## src/rtl/bkpt_pkg.sv

```systemverilog
package bkpt_pkg;

  // Decoded register-port write, shared by the register file and the request control.
  typedef struct packed {
    logic wr_addr;  // a break address byte is being written
    logic wr_ctl;   // the control byte is being written
    logic new_en;   // enable value carried by a control write
    logic new_act;  // active value carried by a control write
  } reg_cmd_t;

endpackage

```

## src/rtl/bkpt_byte_cmp.sv

```systemverilog
module bkpt_byte_cmp #(
  parameter int BYTE_W = 8
) (
  input  logic [BYTE_W-1:0] lhs,
  input  logic [BYTE_W-1:0] rhs,
  output logic              eq
);
  assign eq = (lhs == rhs);
endmodule

```

## src/rtl/bkpt_regfile.sv

```systemverilog
module bkpt_regfile
  import bkpt_pkg::*;
#(
  parameter int ADDR_W = 16,
  parameter int BYTE_W = 8,
  localparam int NBYTES = ADDR_W / BYTE_W,
  localparam int RA_W   = $clog2(NBYTES + 1)
) (
  input  logic              clk,
  input  logic              rst_n,
  input  logic              reg_cs,
  input  logic              reg_we,
  input  logic [RA_W-1:0]   reg_addr,
  input  logic [BYTE_W-1:0] reg_wdata,
  input  logic              act_flag,
  output logic [BYTE_W-1:0] reg_rdata,
  output logic [ADDR_W-1:0] brk_addr,
  output logic              ctl_en,
  output reg_cmd_t          cmd
);
  localparam logic [RA_W-1:0] CTL_OFF = RA_W'(NBYTES);

  logic                wr_any;
  logic [NBYTES-1:0]   byte_we;
  logic [BYTE_W-1:0]   byte_q [NBYTES];
  logic                en_d, en_q;

  assign wr_any = reg_cs & reg_we;

  // Byte 0 is the most significant one.
  for (genvar k = 0; k < NBYTES; k++) begin : g_byte
    assign byte_we[k] = wr_any & (reg_addr == RA_W'(k));

    always_ff @(posedge clk or negedge rst_n) begin
      if (!rst_n)          byte_q[k] <= '0;
      else if (byte_we[k]) byte_q[k] <= reg_wdata;
    end

    assign brk_addr[ADDR_W-1-k*BYTE_W -: BYTE_W] = byte_q[k];
  end

  assign cmd.wr_addr = |byte_we;
  assign cmd.wr_ctl  = wr_any & (reg_addr == CTL_OFF);
  assign cmd.new_en  = reg_wdata[BYTE_W-1];
  assign cmd.new_act = reg_wdata[BYTE_W-2];

  always_comb begin
    en_d = en_q;
    if (cmd.wr_ctl) en_d = cmd.new_en;
  end

  always_ff @(posedge clk or negedge rst_n) begin
    if (!rst_n) en_q <= 1'b0;
    else        en_q <= en_d;
  end

  assign ctl_en = en_q;

  always_comb begin
    reg_rdata = '0;
    for (int k = 0; k < NBYTES; k++)
      if (reg_addr == RA_W'(k)) reg_rdata = byte_q[k];
    if (reg_addr == CTL_OFF) begin
      reg_rdata[BYTE_W-1] = en_q;
      reg_rdata[BYTE_W-2] = act_flag;
    end
  end
endmodule

```

## src/rtl/bkpt_req_ctl.sv

```systemverilog
module bkpt_req_ctl
  import bkpt_pkg::*;
(
  input  logic     clk,
  input  logic     rst_n,
  input  logic     bus_vld,
  input  logic     bus_opf,
  input  logic     addr_eq,
  input  logic     ctl_en,
  input  logic     insn_bnd,
  input  reg_cmd_t cmd,
  output logic     act_flag,
  output logic     rearm_blk,
  output logic     brk_req,
  output logic     brk_kill
);
  logic hit, force_brk, cancel, clr_act;
  logic act_d, act_q, blk_d, blk_q, req_d, req_q, kill_d, kill_q;

  assign hit       = bus_vld & addr_eq & ctl_en & ~blk_q;
  assign force_brk = cmd.wr_ctl & cmd.new_act & cmd.new_en;
  assign cancel    = cmd.wr_ctl & ~cmd.new_en;
  assign clr_act   = cmd.wr_ctl & ~cmd.new_act;

  always_comb begin
    act_d = act_q;
    if (hit | force_brk) act_d = 1'b1;
    else if (clr_act)    act_d = 1'b0;

    blk_d = blk_q;
    if (cmd.wr_addr) blk_d = 1'b0;
    else if (hit)    blk_d = 1'b1;

    req_d  = req_q;
    kill_d = kill_q;
    if (cancel) begin
      req_d  = 1'b0;
      kill_d = 1'b0;
    end else if (hit) begin
      req_d  = 1'b1;
      kill_d = bus_opf;
    end else if (force_brk) begin
      req_d  = 1'b1;
      kill_d = 1'b0;
    end else if (insn_bnd) begin
      req_d  = 1'b0;
      kill_d = 1'b0;
    end
  end

  always_ff @(posedge clk or negedge rst_n) begin
    if (!rst_n) begin
      act_q  <= 1'b0;
      blk_q  <= 1'b0;
      req_q  <= 1'b0;
      kill_q <= 1'b0;
    end else begin
      act_q  <= act_d;
      blk_q  <= blk_d;
      req_q  <= req_d;
      kill_q <= kill_d;
    end
  end

  assign act_flag  = act_q;
  assign rearm_blk = blk_q;
  assign brk_req   = req_q;
  assign brk_kill  = kill_q;
endmodule

```

## src/rtl/bkpt_addr_watch.sv

```systemverilog
module bkpt_addr_watch
  import bkpt_pkg::*;
#(
  parameter int ADDR_W = 16,
  parameter int BYTE_W = 8,
  localparam int NBYTES = ADDR_W / BYTE_W,
  localparam int RA_W   = $clog2(NBYTES + 1)
) (
  input  logic              clk,
  input  logic              rst_n,
  input  logic [ADDR_W-1:0] bus_addr,
  input  logic              bus_vld,
  input  logic              bus_opf,
  input  logic              insn_bnd,
  input  logic              reg_cs,
  input  logic              reg_we,
  input  logic [RA_W-1:0]   reg_addr,
  input  logic [BYTE_W-1:0] reg_wdata,
  output logic [BYTE_W-1:0] reg_rdata,
  output logic              brk_req,
  output logic              brk_kill
);
  logic [1:0]        rst_sync;
  logic              rst_q;
  logic [ADDR_W-1:0] brk_addr;
  logic [NBYTES-1:0] byte_eq;
  logic              addr_eq, ctl_en, act_flag, rearm_blk;
  reg_cmd_t          cmd;

  // Reset asserts at once and is released two edges later.
  always_ff @(posedge clk or negedge rst_n) begin
    if (!rst_n) rst_sync <= 2'b00;
    else        rst_sync <= {rst_sync[0], 1'b1};
  end
  assign rst_q = rst_sync[1];

  bkpt_regfile #(.ADDR_W(ADDR_W), .BYTE_W(BYTE_W)) u_regs (
    .clk       (clk),
    .rst_n     (rst_q),
    .reg_cs    (reg_cs),
    .reg_we    (reg_we),
    .reg_addr  (reg_addr),
    .reg_wdata (reg_wdata),
    .act_flag  (act_flag),
    .reg_rdata (reg_rdata),
    .brk_addr  (brk_addr),
    .ctl_en    (ctl_en),
    .cmd       (cmd)
  );

  for (genvar k = 0; k < NBYTES; k++) begin : g_cmp
    bkpt_byte_cmp #(.BYTE_W(BYTE_W)) u_cmp (
      .lhs (bus_addr[k*BYTE_W +: BYTE_W]),
      .rhs (brk_addr[k*BYTE_W +: BYTE_W]),
      .eq  (byte_eq[k])
    );
  end
  assign addr_eq = &byte_eq;

  bkpt_req_ctl u_ctl (
    .clk       (clk),
    .rst_n     (rst_q),
    .bus_vld   (bus_vld),
    .bus_opf   (bus_opf),
    .addr_eq   (addr_eq),
    .ctl_en    (ctl_en),
    .insn_bnd  (insn_bnd),
    .cmd       (cmd),
    .act_flag  (act_flag),
    .rearm_blk (rearm_blk),
    .brk_req   (brk_req),
    .brk_kill  (brk_kill)
  );
endmodule

```

## config.mk

```make
export PLATFORM = sky130hd
export DESIGN_NAME = bkpt_addr_watch
export DESIGN_NICKNAME = d
export VERILOG_FILES = /design/src/rtl/bkpt_pkg.sv /design/src/rtl/bkpt_byte_cmp.sv /design/src/rtl/bkpt_regfile.sv /design/src/rtl/bkpt_req_ctl.sv /design/src/rtl/bkpt_addr_watch.sv
export SDC_FILE = /design/constraint.sdc
export NUM_CORES = 1
export LEC_CHECK = 0
export ABC_AREA = 1
export CORE_MARGIN = 2
export CORE_UTILIZATION = 40
export CTS_CLUSTER_DIAMETER = 200
export DETAILED_ROUTE_END_ITERATION = 6
export DONT_BUFFER_PORTS = 1
export PLACE_DENSITY = 0.6
export SLEW_MARGIN = 25
export SYNTH_ARGS = -nofsm -noshare
export SYNTH_HDL_FRONTEND = slang
export SYNTH_SLANG_ARGS = --single-unit
export TNS_END_PERCENT = 20
```

## constraint.sdc

```tcl
create_clock -name clk -period 1.9 [get_ports clk]
set_input_delay 0.19 -clock clk [delete_from_list [all_inputs] [get_ports clk]]
set_output_delay 0.19 -clock clk [all_outputs]
set_load 0.02 [all_outputs]
```

==> metrics.md <==
| Metric | Value |
|---|---|
| Status | `completed` |
| Row count | `21` |
| Final hold violation count | `0` |
| Largest net degree at the start of global routing | `22` |
| Synth Area in Adders | `0%` |
| CTS tree | `yes` |
| HP Class | `input pin to flop` |
| Pleak | `0.880 nW` |
| Max-Cap Viols | `0` |
| Critical path class | `flop to output pin` |
| Die Footprint | `4060 um^2` |
| Vias per inst | `4.68` |
| Largest family of logic cells by synthesized area | `simple AND/OR/NAND/NOR gates` |
| Area of the core | `3390 um^2` |
| Final Setup Violations | `0` |
| Gate Count Post-Synth | `226` |
| Placed insts | `271` |
| CP delay by family, top | `compound AO/OA/AOI/OAI gates` |
| Post-synth cell types | `18` |
| CP Max Fanout | `3` |
| Remaining DRCs | `0` |
| Synth Area in Compound Gates | `10.7%` |
| Crit path cell chain | `inv_1 > o221ai_1` |
| Fmax | `0.701 GHz` |
| Layout Nets | `264` |
| Synth area leaders | `dfrtp_1 (40%), nand2_1 (22%), inv_1 (11%), o21ai_0 (6.0%), nor2_1 (5.0%)` |
| Stages on worst setup path | `2` |
| Worst Reg2Reg Path Length in Cells | `9` |
| Global-route wire length before repair | `5660 um` |
| Layout cells sized above 1 | `8.26%` |
| Clk buf depth | `2` |
| Synth warn | `0` |
| Period utilization | `75.1%` |
| Final Wtd Congestion | `0.864` |
| WP data required | `1710 ps` |
| EDFF count, synth | `0` |
| Setup TNS | `0 ps` |
| Hold path start | `bus_opf` |
| Routed wire per std cell | `12.0 um` |
| Initial antenna violation count | `0` |
| Buffers & Inverters on Critical Path | `1` |
| WHS Path Cells | `2` |
| Post-synth ARST share | `100%` |
| Proportion of synthesized area in mux cells | `0%` |
| Final ANT Viol Nets | `0` |
| Ant. Diodes | `0` |
| Starting Density | `42.1%` |
| Largest area contributor in the netlist | `dfrtp_1` |
| Clk_skew | `13.6 ps` |
| Slowest CP cell | `o221ai_1` |
| Global route total overflow | `0` |
| Mapped cell area | `1430 um^2` |
| Via Count | `1293` |
| Synth Register Bits | `23` |
| Io pins | `43` |
| CTS clk-pin slew, worst paths | `120 ps` |
| Top FF cell, synth | `dfrtp_1` |
| Arr. time, crit path | `1240 ps` |
| Post-route minimum period | `1430 ps` |
| H-tree depth | `1` |
| Post-Layout Cell Count | `276` |
| Post-Route WL | `3310 um` |
| Gr usage total | `18.2%` |
| CP max stage delay | `440 ps` |
| XOR/XNOR Fraction of Synth Area | `0%` |
| Num CTS Buffers | `3` |
| # Post-CTS Setup Buffers | `0` |
| Reg2reg setup slack | `560 ps` |
| Crit start category | `flop` |
| Hold EP | `u_ctl.brk_kill` |
| Worst-margin pin slew | `509 ps` |
| Clk_lat worst skew | `310 ps` |
| Synthesized Nets | `259` |
| Post-DP HPWL | `2740 um` |
| Die span in y | `63.7 um` |
| Synth top cells by count | `nand2_1 (85), inv_1 (43), dfrtp_1 (23), nor2_1 (19), o21ai_0 (17)` |
| IO buf count | `0` |
| Max-slew violation count | `0` |
| CTS sink cnt | `23` |
| 1st-iter DRT viols | `90` |
| Post-synth top area share | `40.3%` |
| Vias in the first global route | `1211` |
| FF-to-FF End | `u_ctl.brk_kill` |
| Seq/Total Area, Yosys | `40.3%` |
| DR pass1 iterations | `4` |
| Reg-to-Reg Start | `u_regs.brk_addr[2]` |
| Worst VDD drop | `0.000437 V` |
| Crit. End Element | `output pin` |
| Synthesized area per cell | `6.32 um^2` |
| Area growth, synth to finish | `6.75%` |
| Simple-gate share of the synthesized area | `34.7%` |
| RSZ-0062 raised after global routing | `no` |
| Pwr Density | `792 nW/um^2` |
| Root buffer cell | `clkbuf_4` |
| Count leader, synth | `nand2_1` |
| Slew margin rel. | `66.0%` |
| Die W | `63.7 um` |
cell families (layout without fill, tap and decap cells):
kind of cell,Yosys count,in the layout
and+or+nand+nor,122,122
AOI/OAI and AO/OA,27,27
buffers and inverters,53,57
DFF,23,23
other,1,1
layout by cell type (no fill, tap or decap), types with 5 or more instances in the layout:
cell     count
nand2_1     85
inv_1       43
dfrtp_1     23
nor2_1      19
o21ai_0     17
inv_2        8
o22ai_1      6
nand4_1      6
nand3_1      5
worst reg2reg max path, cell delays in order, from the launching register on:
cell,delay (ps)
dfrtp_1,410
inv_1,70
nand2_1,50
nand2_1,60
nor2_1,120
nand3_1,100
nor2_1,100
nand4_1,160
nand4_1,110
nand2_1,50
metal layers:
metal  vias up  part of all wire, %  global-route usage [%]
met5         -                    0                       0
met4         0                  1.1                    5.71
met3         5                  5.2                    2.29
met2        31                   44                    28.8
met1       565                   49                    26.0
li1        692                    -                       -
metrics by stage:
step / utilization, % / setup WS (ps) / hold WS, ps / instance area (um^2) / total power [mW]
6_report: 45.0 / 473 / 29.4 / 1520 / 1.21
5_1_grt: 45.0 / 368 / 10.3 / 1520 / 1.31
4_1_cts: 45.0 / 469 / 22.3 / 1520 / 1.22
3_5_place_dp: 43.8 / 603 / -106 / 1480 / 0.990
3_3_place_gp: 43.8 / 597 / -106 / 1480 / 0.989
2_1_floorplan: - / 802 / -106 / 1430 / 0.908
worst max-delay path by stage:
stage                              from             end
finish              u_regs.brk_addr[15]    reg_rdata[7]
global route         u_regs.brk_addr[2]   u_ctl.brk_req
CTS                  u_regs.brk_addr[6]    reg_rdata[6]
detailed placement  u_regs.brk_addr[10]  u_ctl.brk_kill
global placement     u_regs.brk_addr[1]  u_ctl.brk_kill
floorplan            u_regs.brk_addr[4]  u_ctl.brk_kill
power by group:
group          leakage (nW)  total (mW)  internal (mW)  switching, mW
logic                 0.577       0.345          0.117          0.228
clock network        0.0139       0.226         0.0803          0.146
registers             0.290       0.635          0.564         0.0716
sequential cells by signal, indices dropped and copies added (netlist names):
name,flops
u_regs.brk_addr,16
rst_sync,2
u_ctl.act_flag,1
u_ctl.brk_kill,1
u_ctl.brk_req,1
u_ctl.rearm_blk,1
u_regs.ctl_en,1
timing repair:
action                    4_1_cts  5_1_grt
hold buffers                    1        0
resized for setup               0        0
hold endpoints to repair        2        0
final cells by class:
cell class,count,area (um^2)
fill,365,1870
tap,46,57.6
multi-input combinational,150,652
clock buffer,3,22.5
clock inverter,1,7.51
sequential,23,576
inverter,51,191
timing repair buffer,2,17.5
Note: power is estimated with default switching activity, not from simulation.
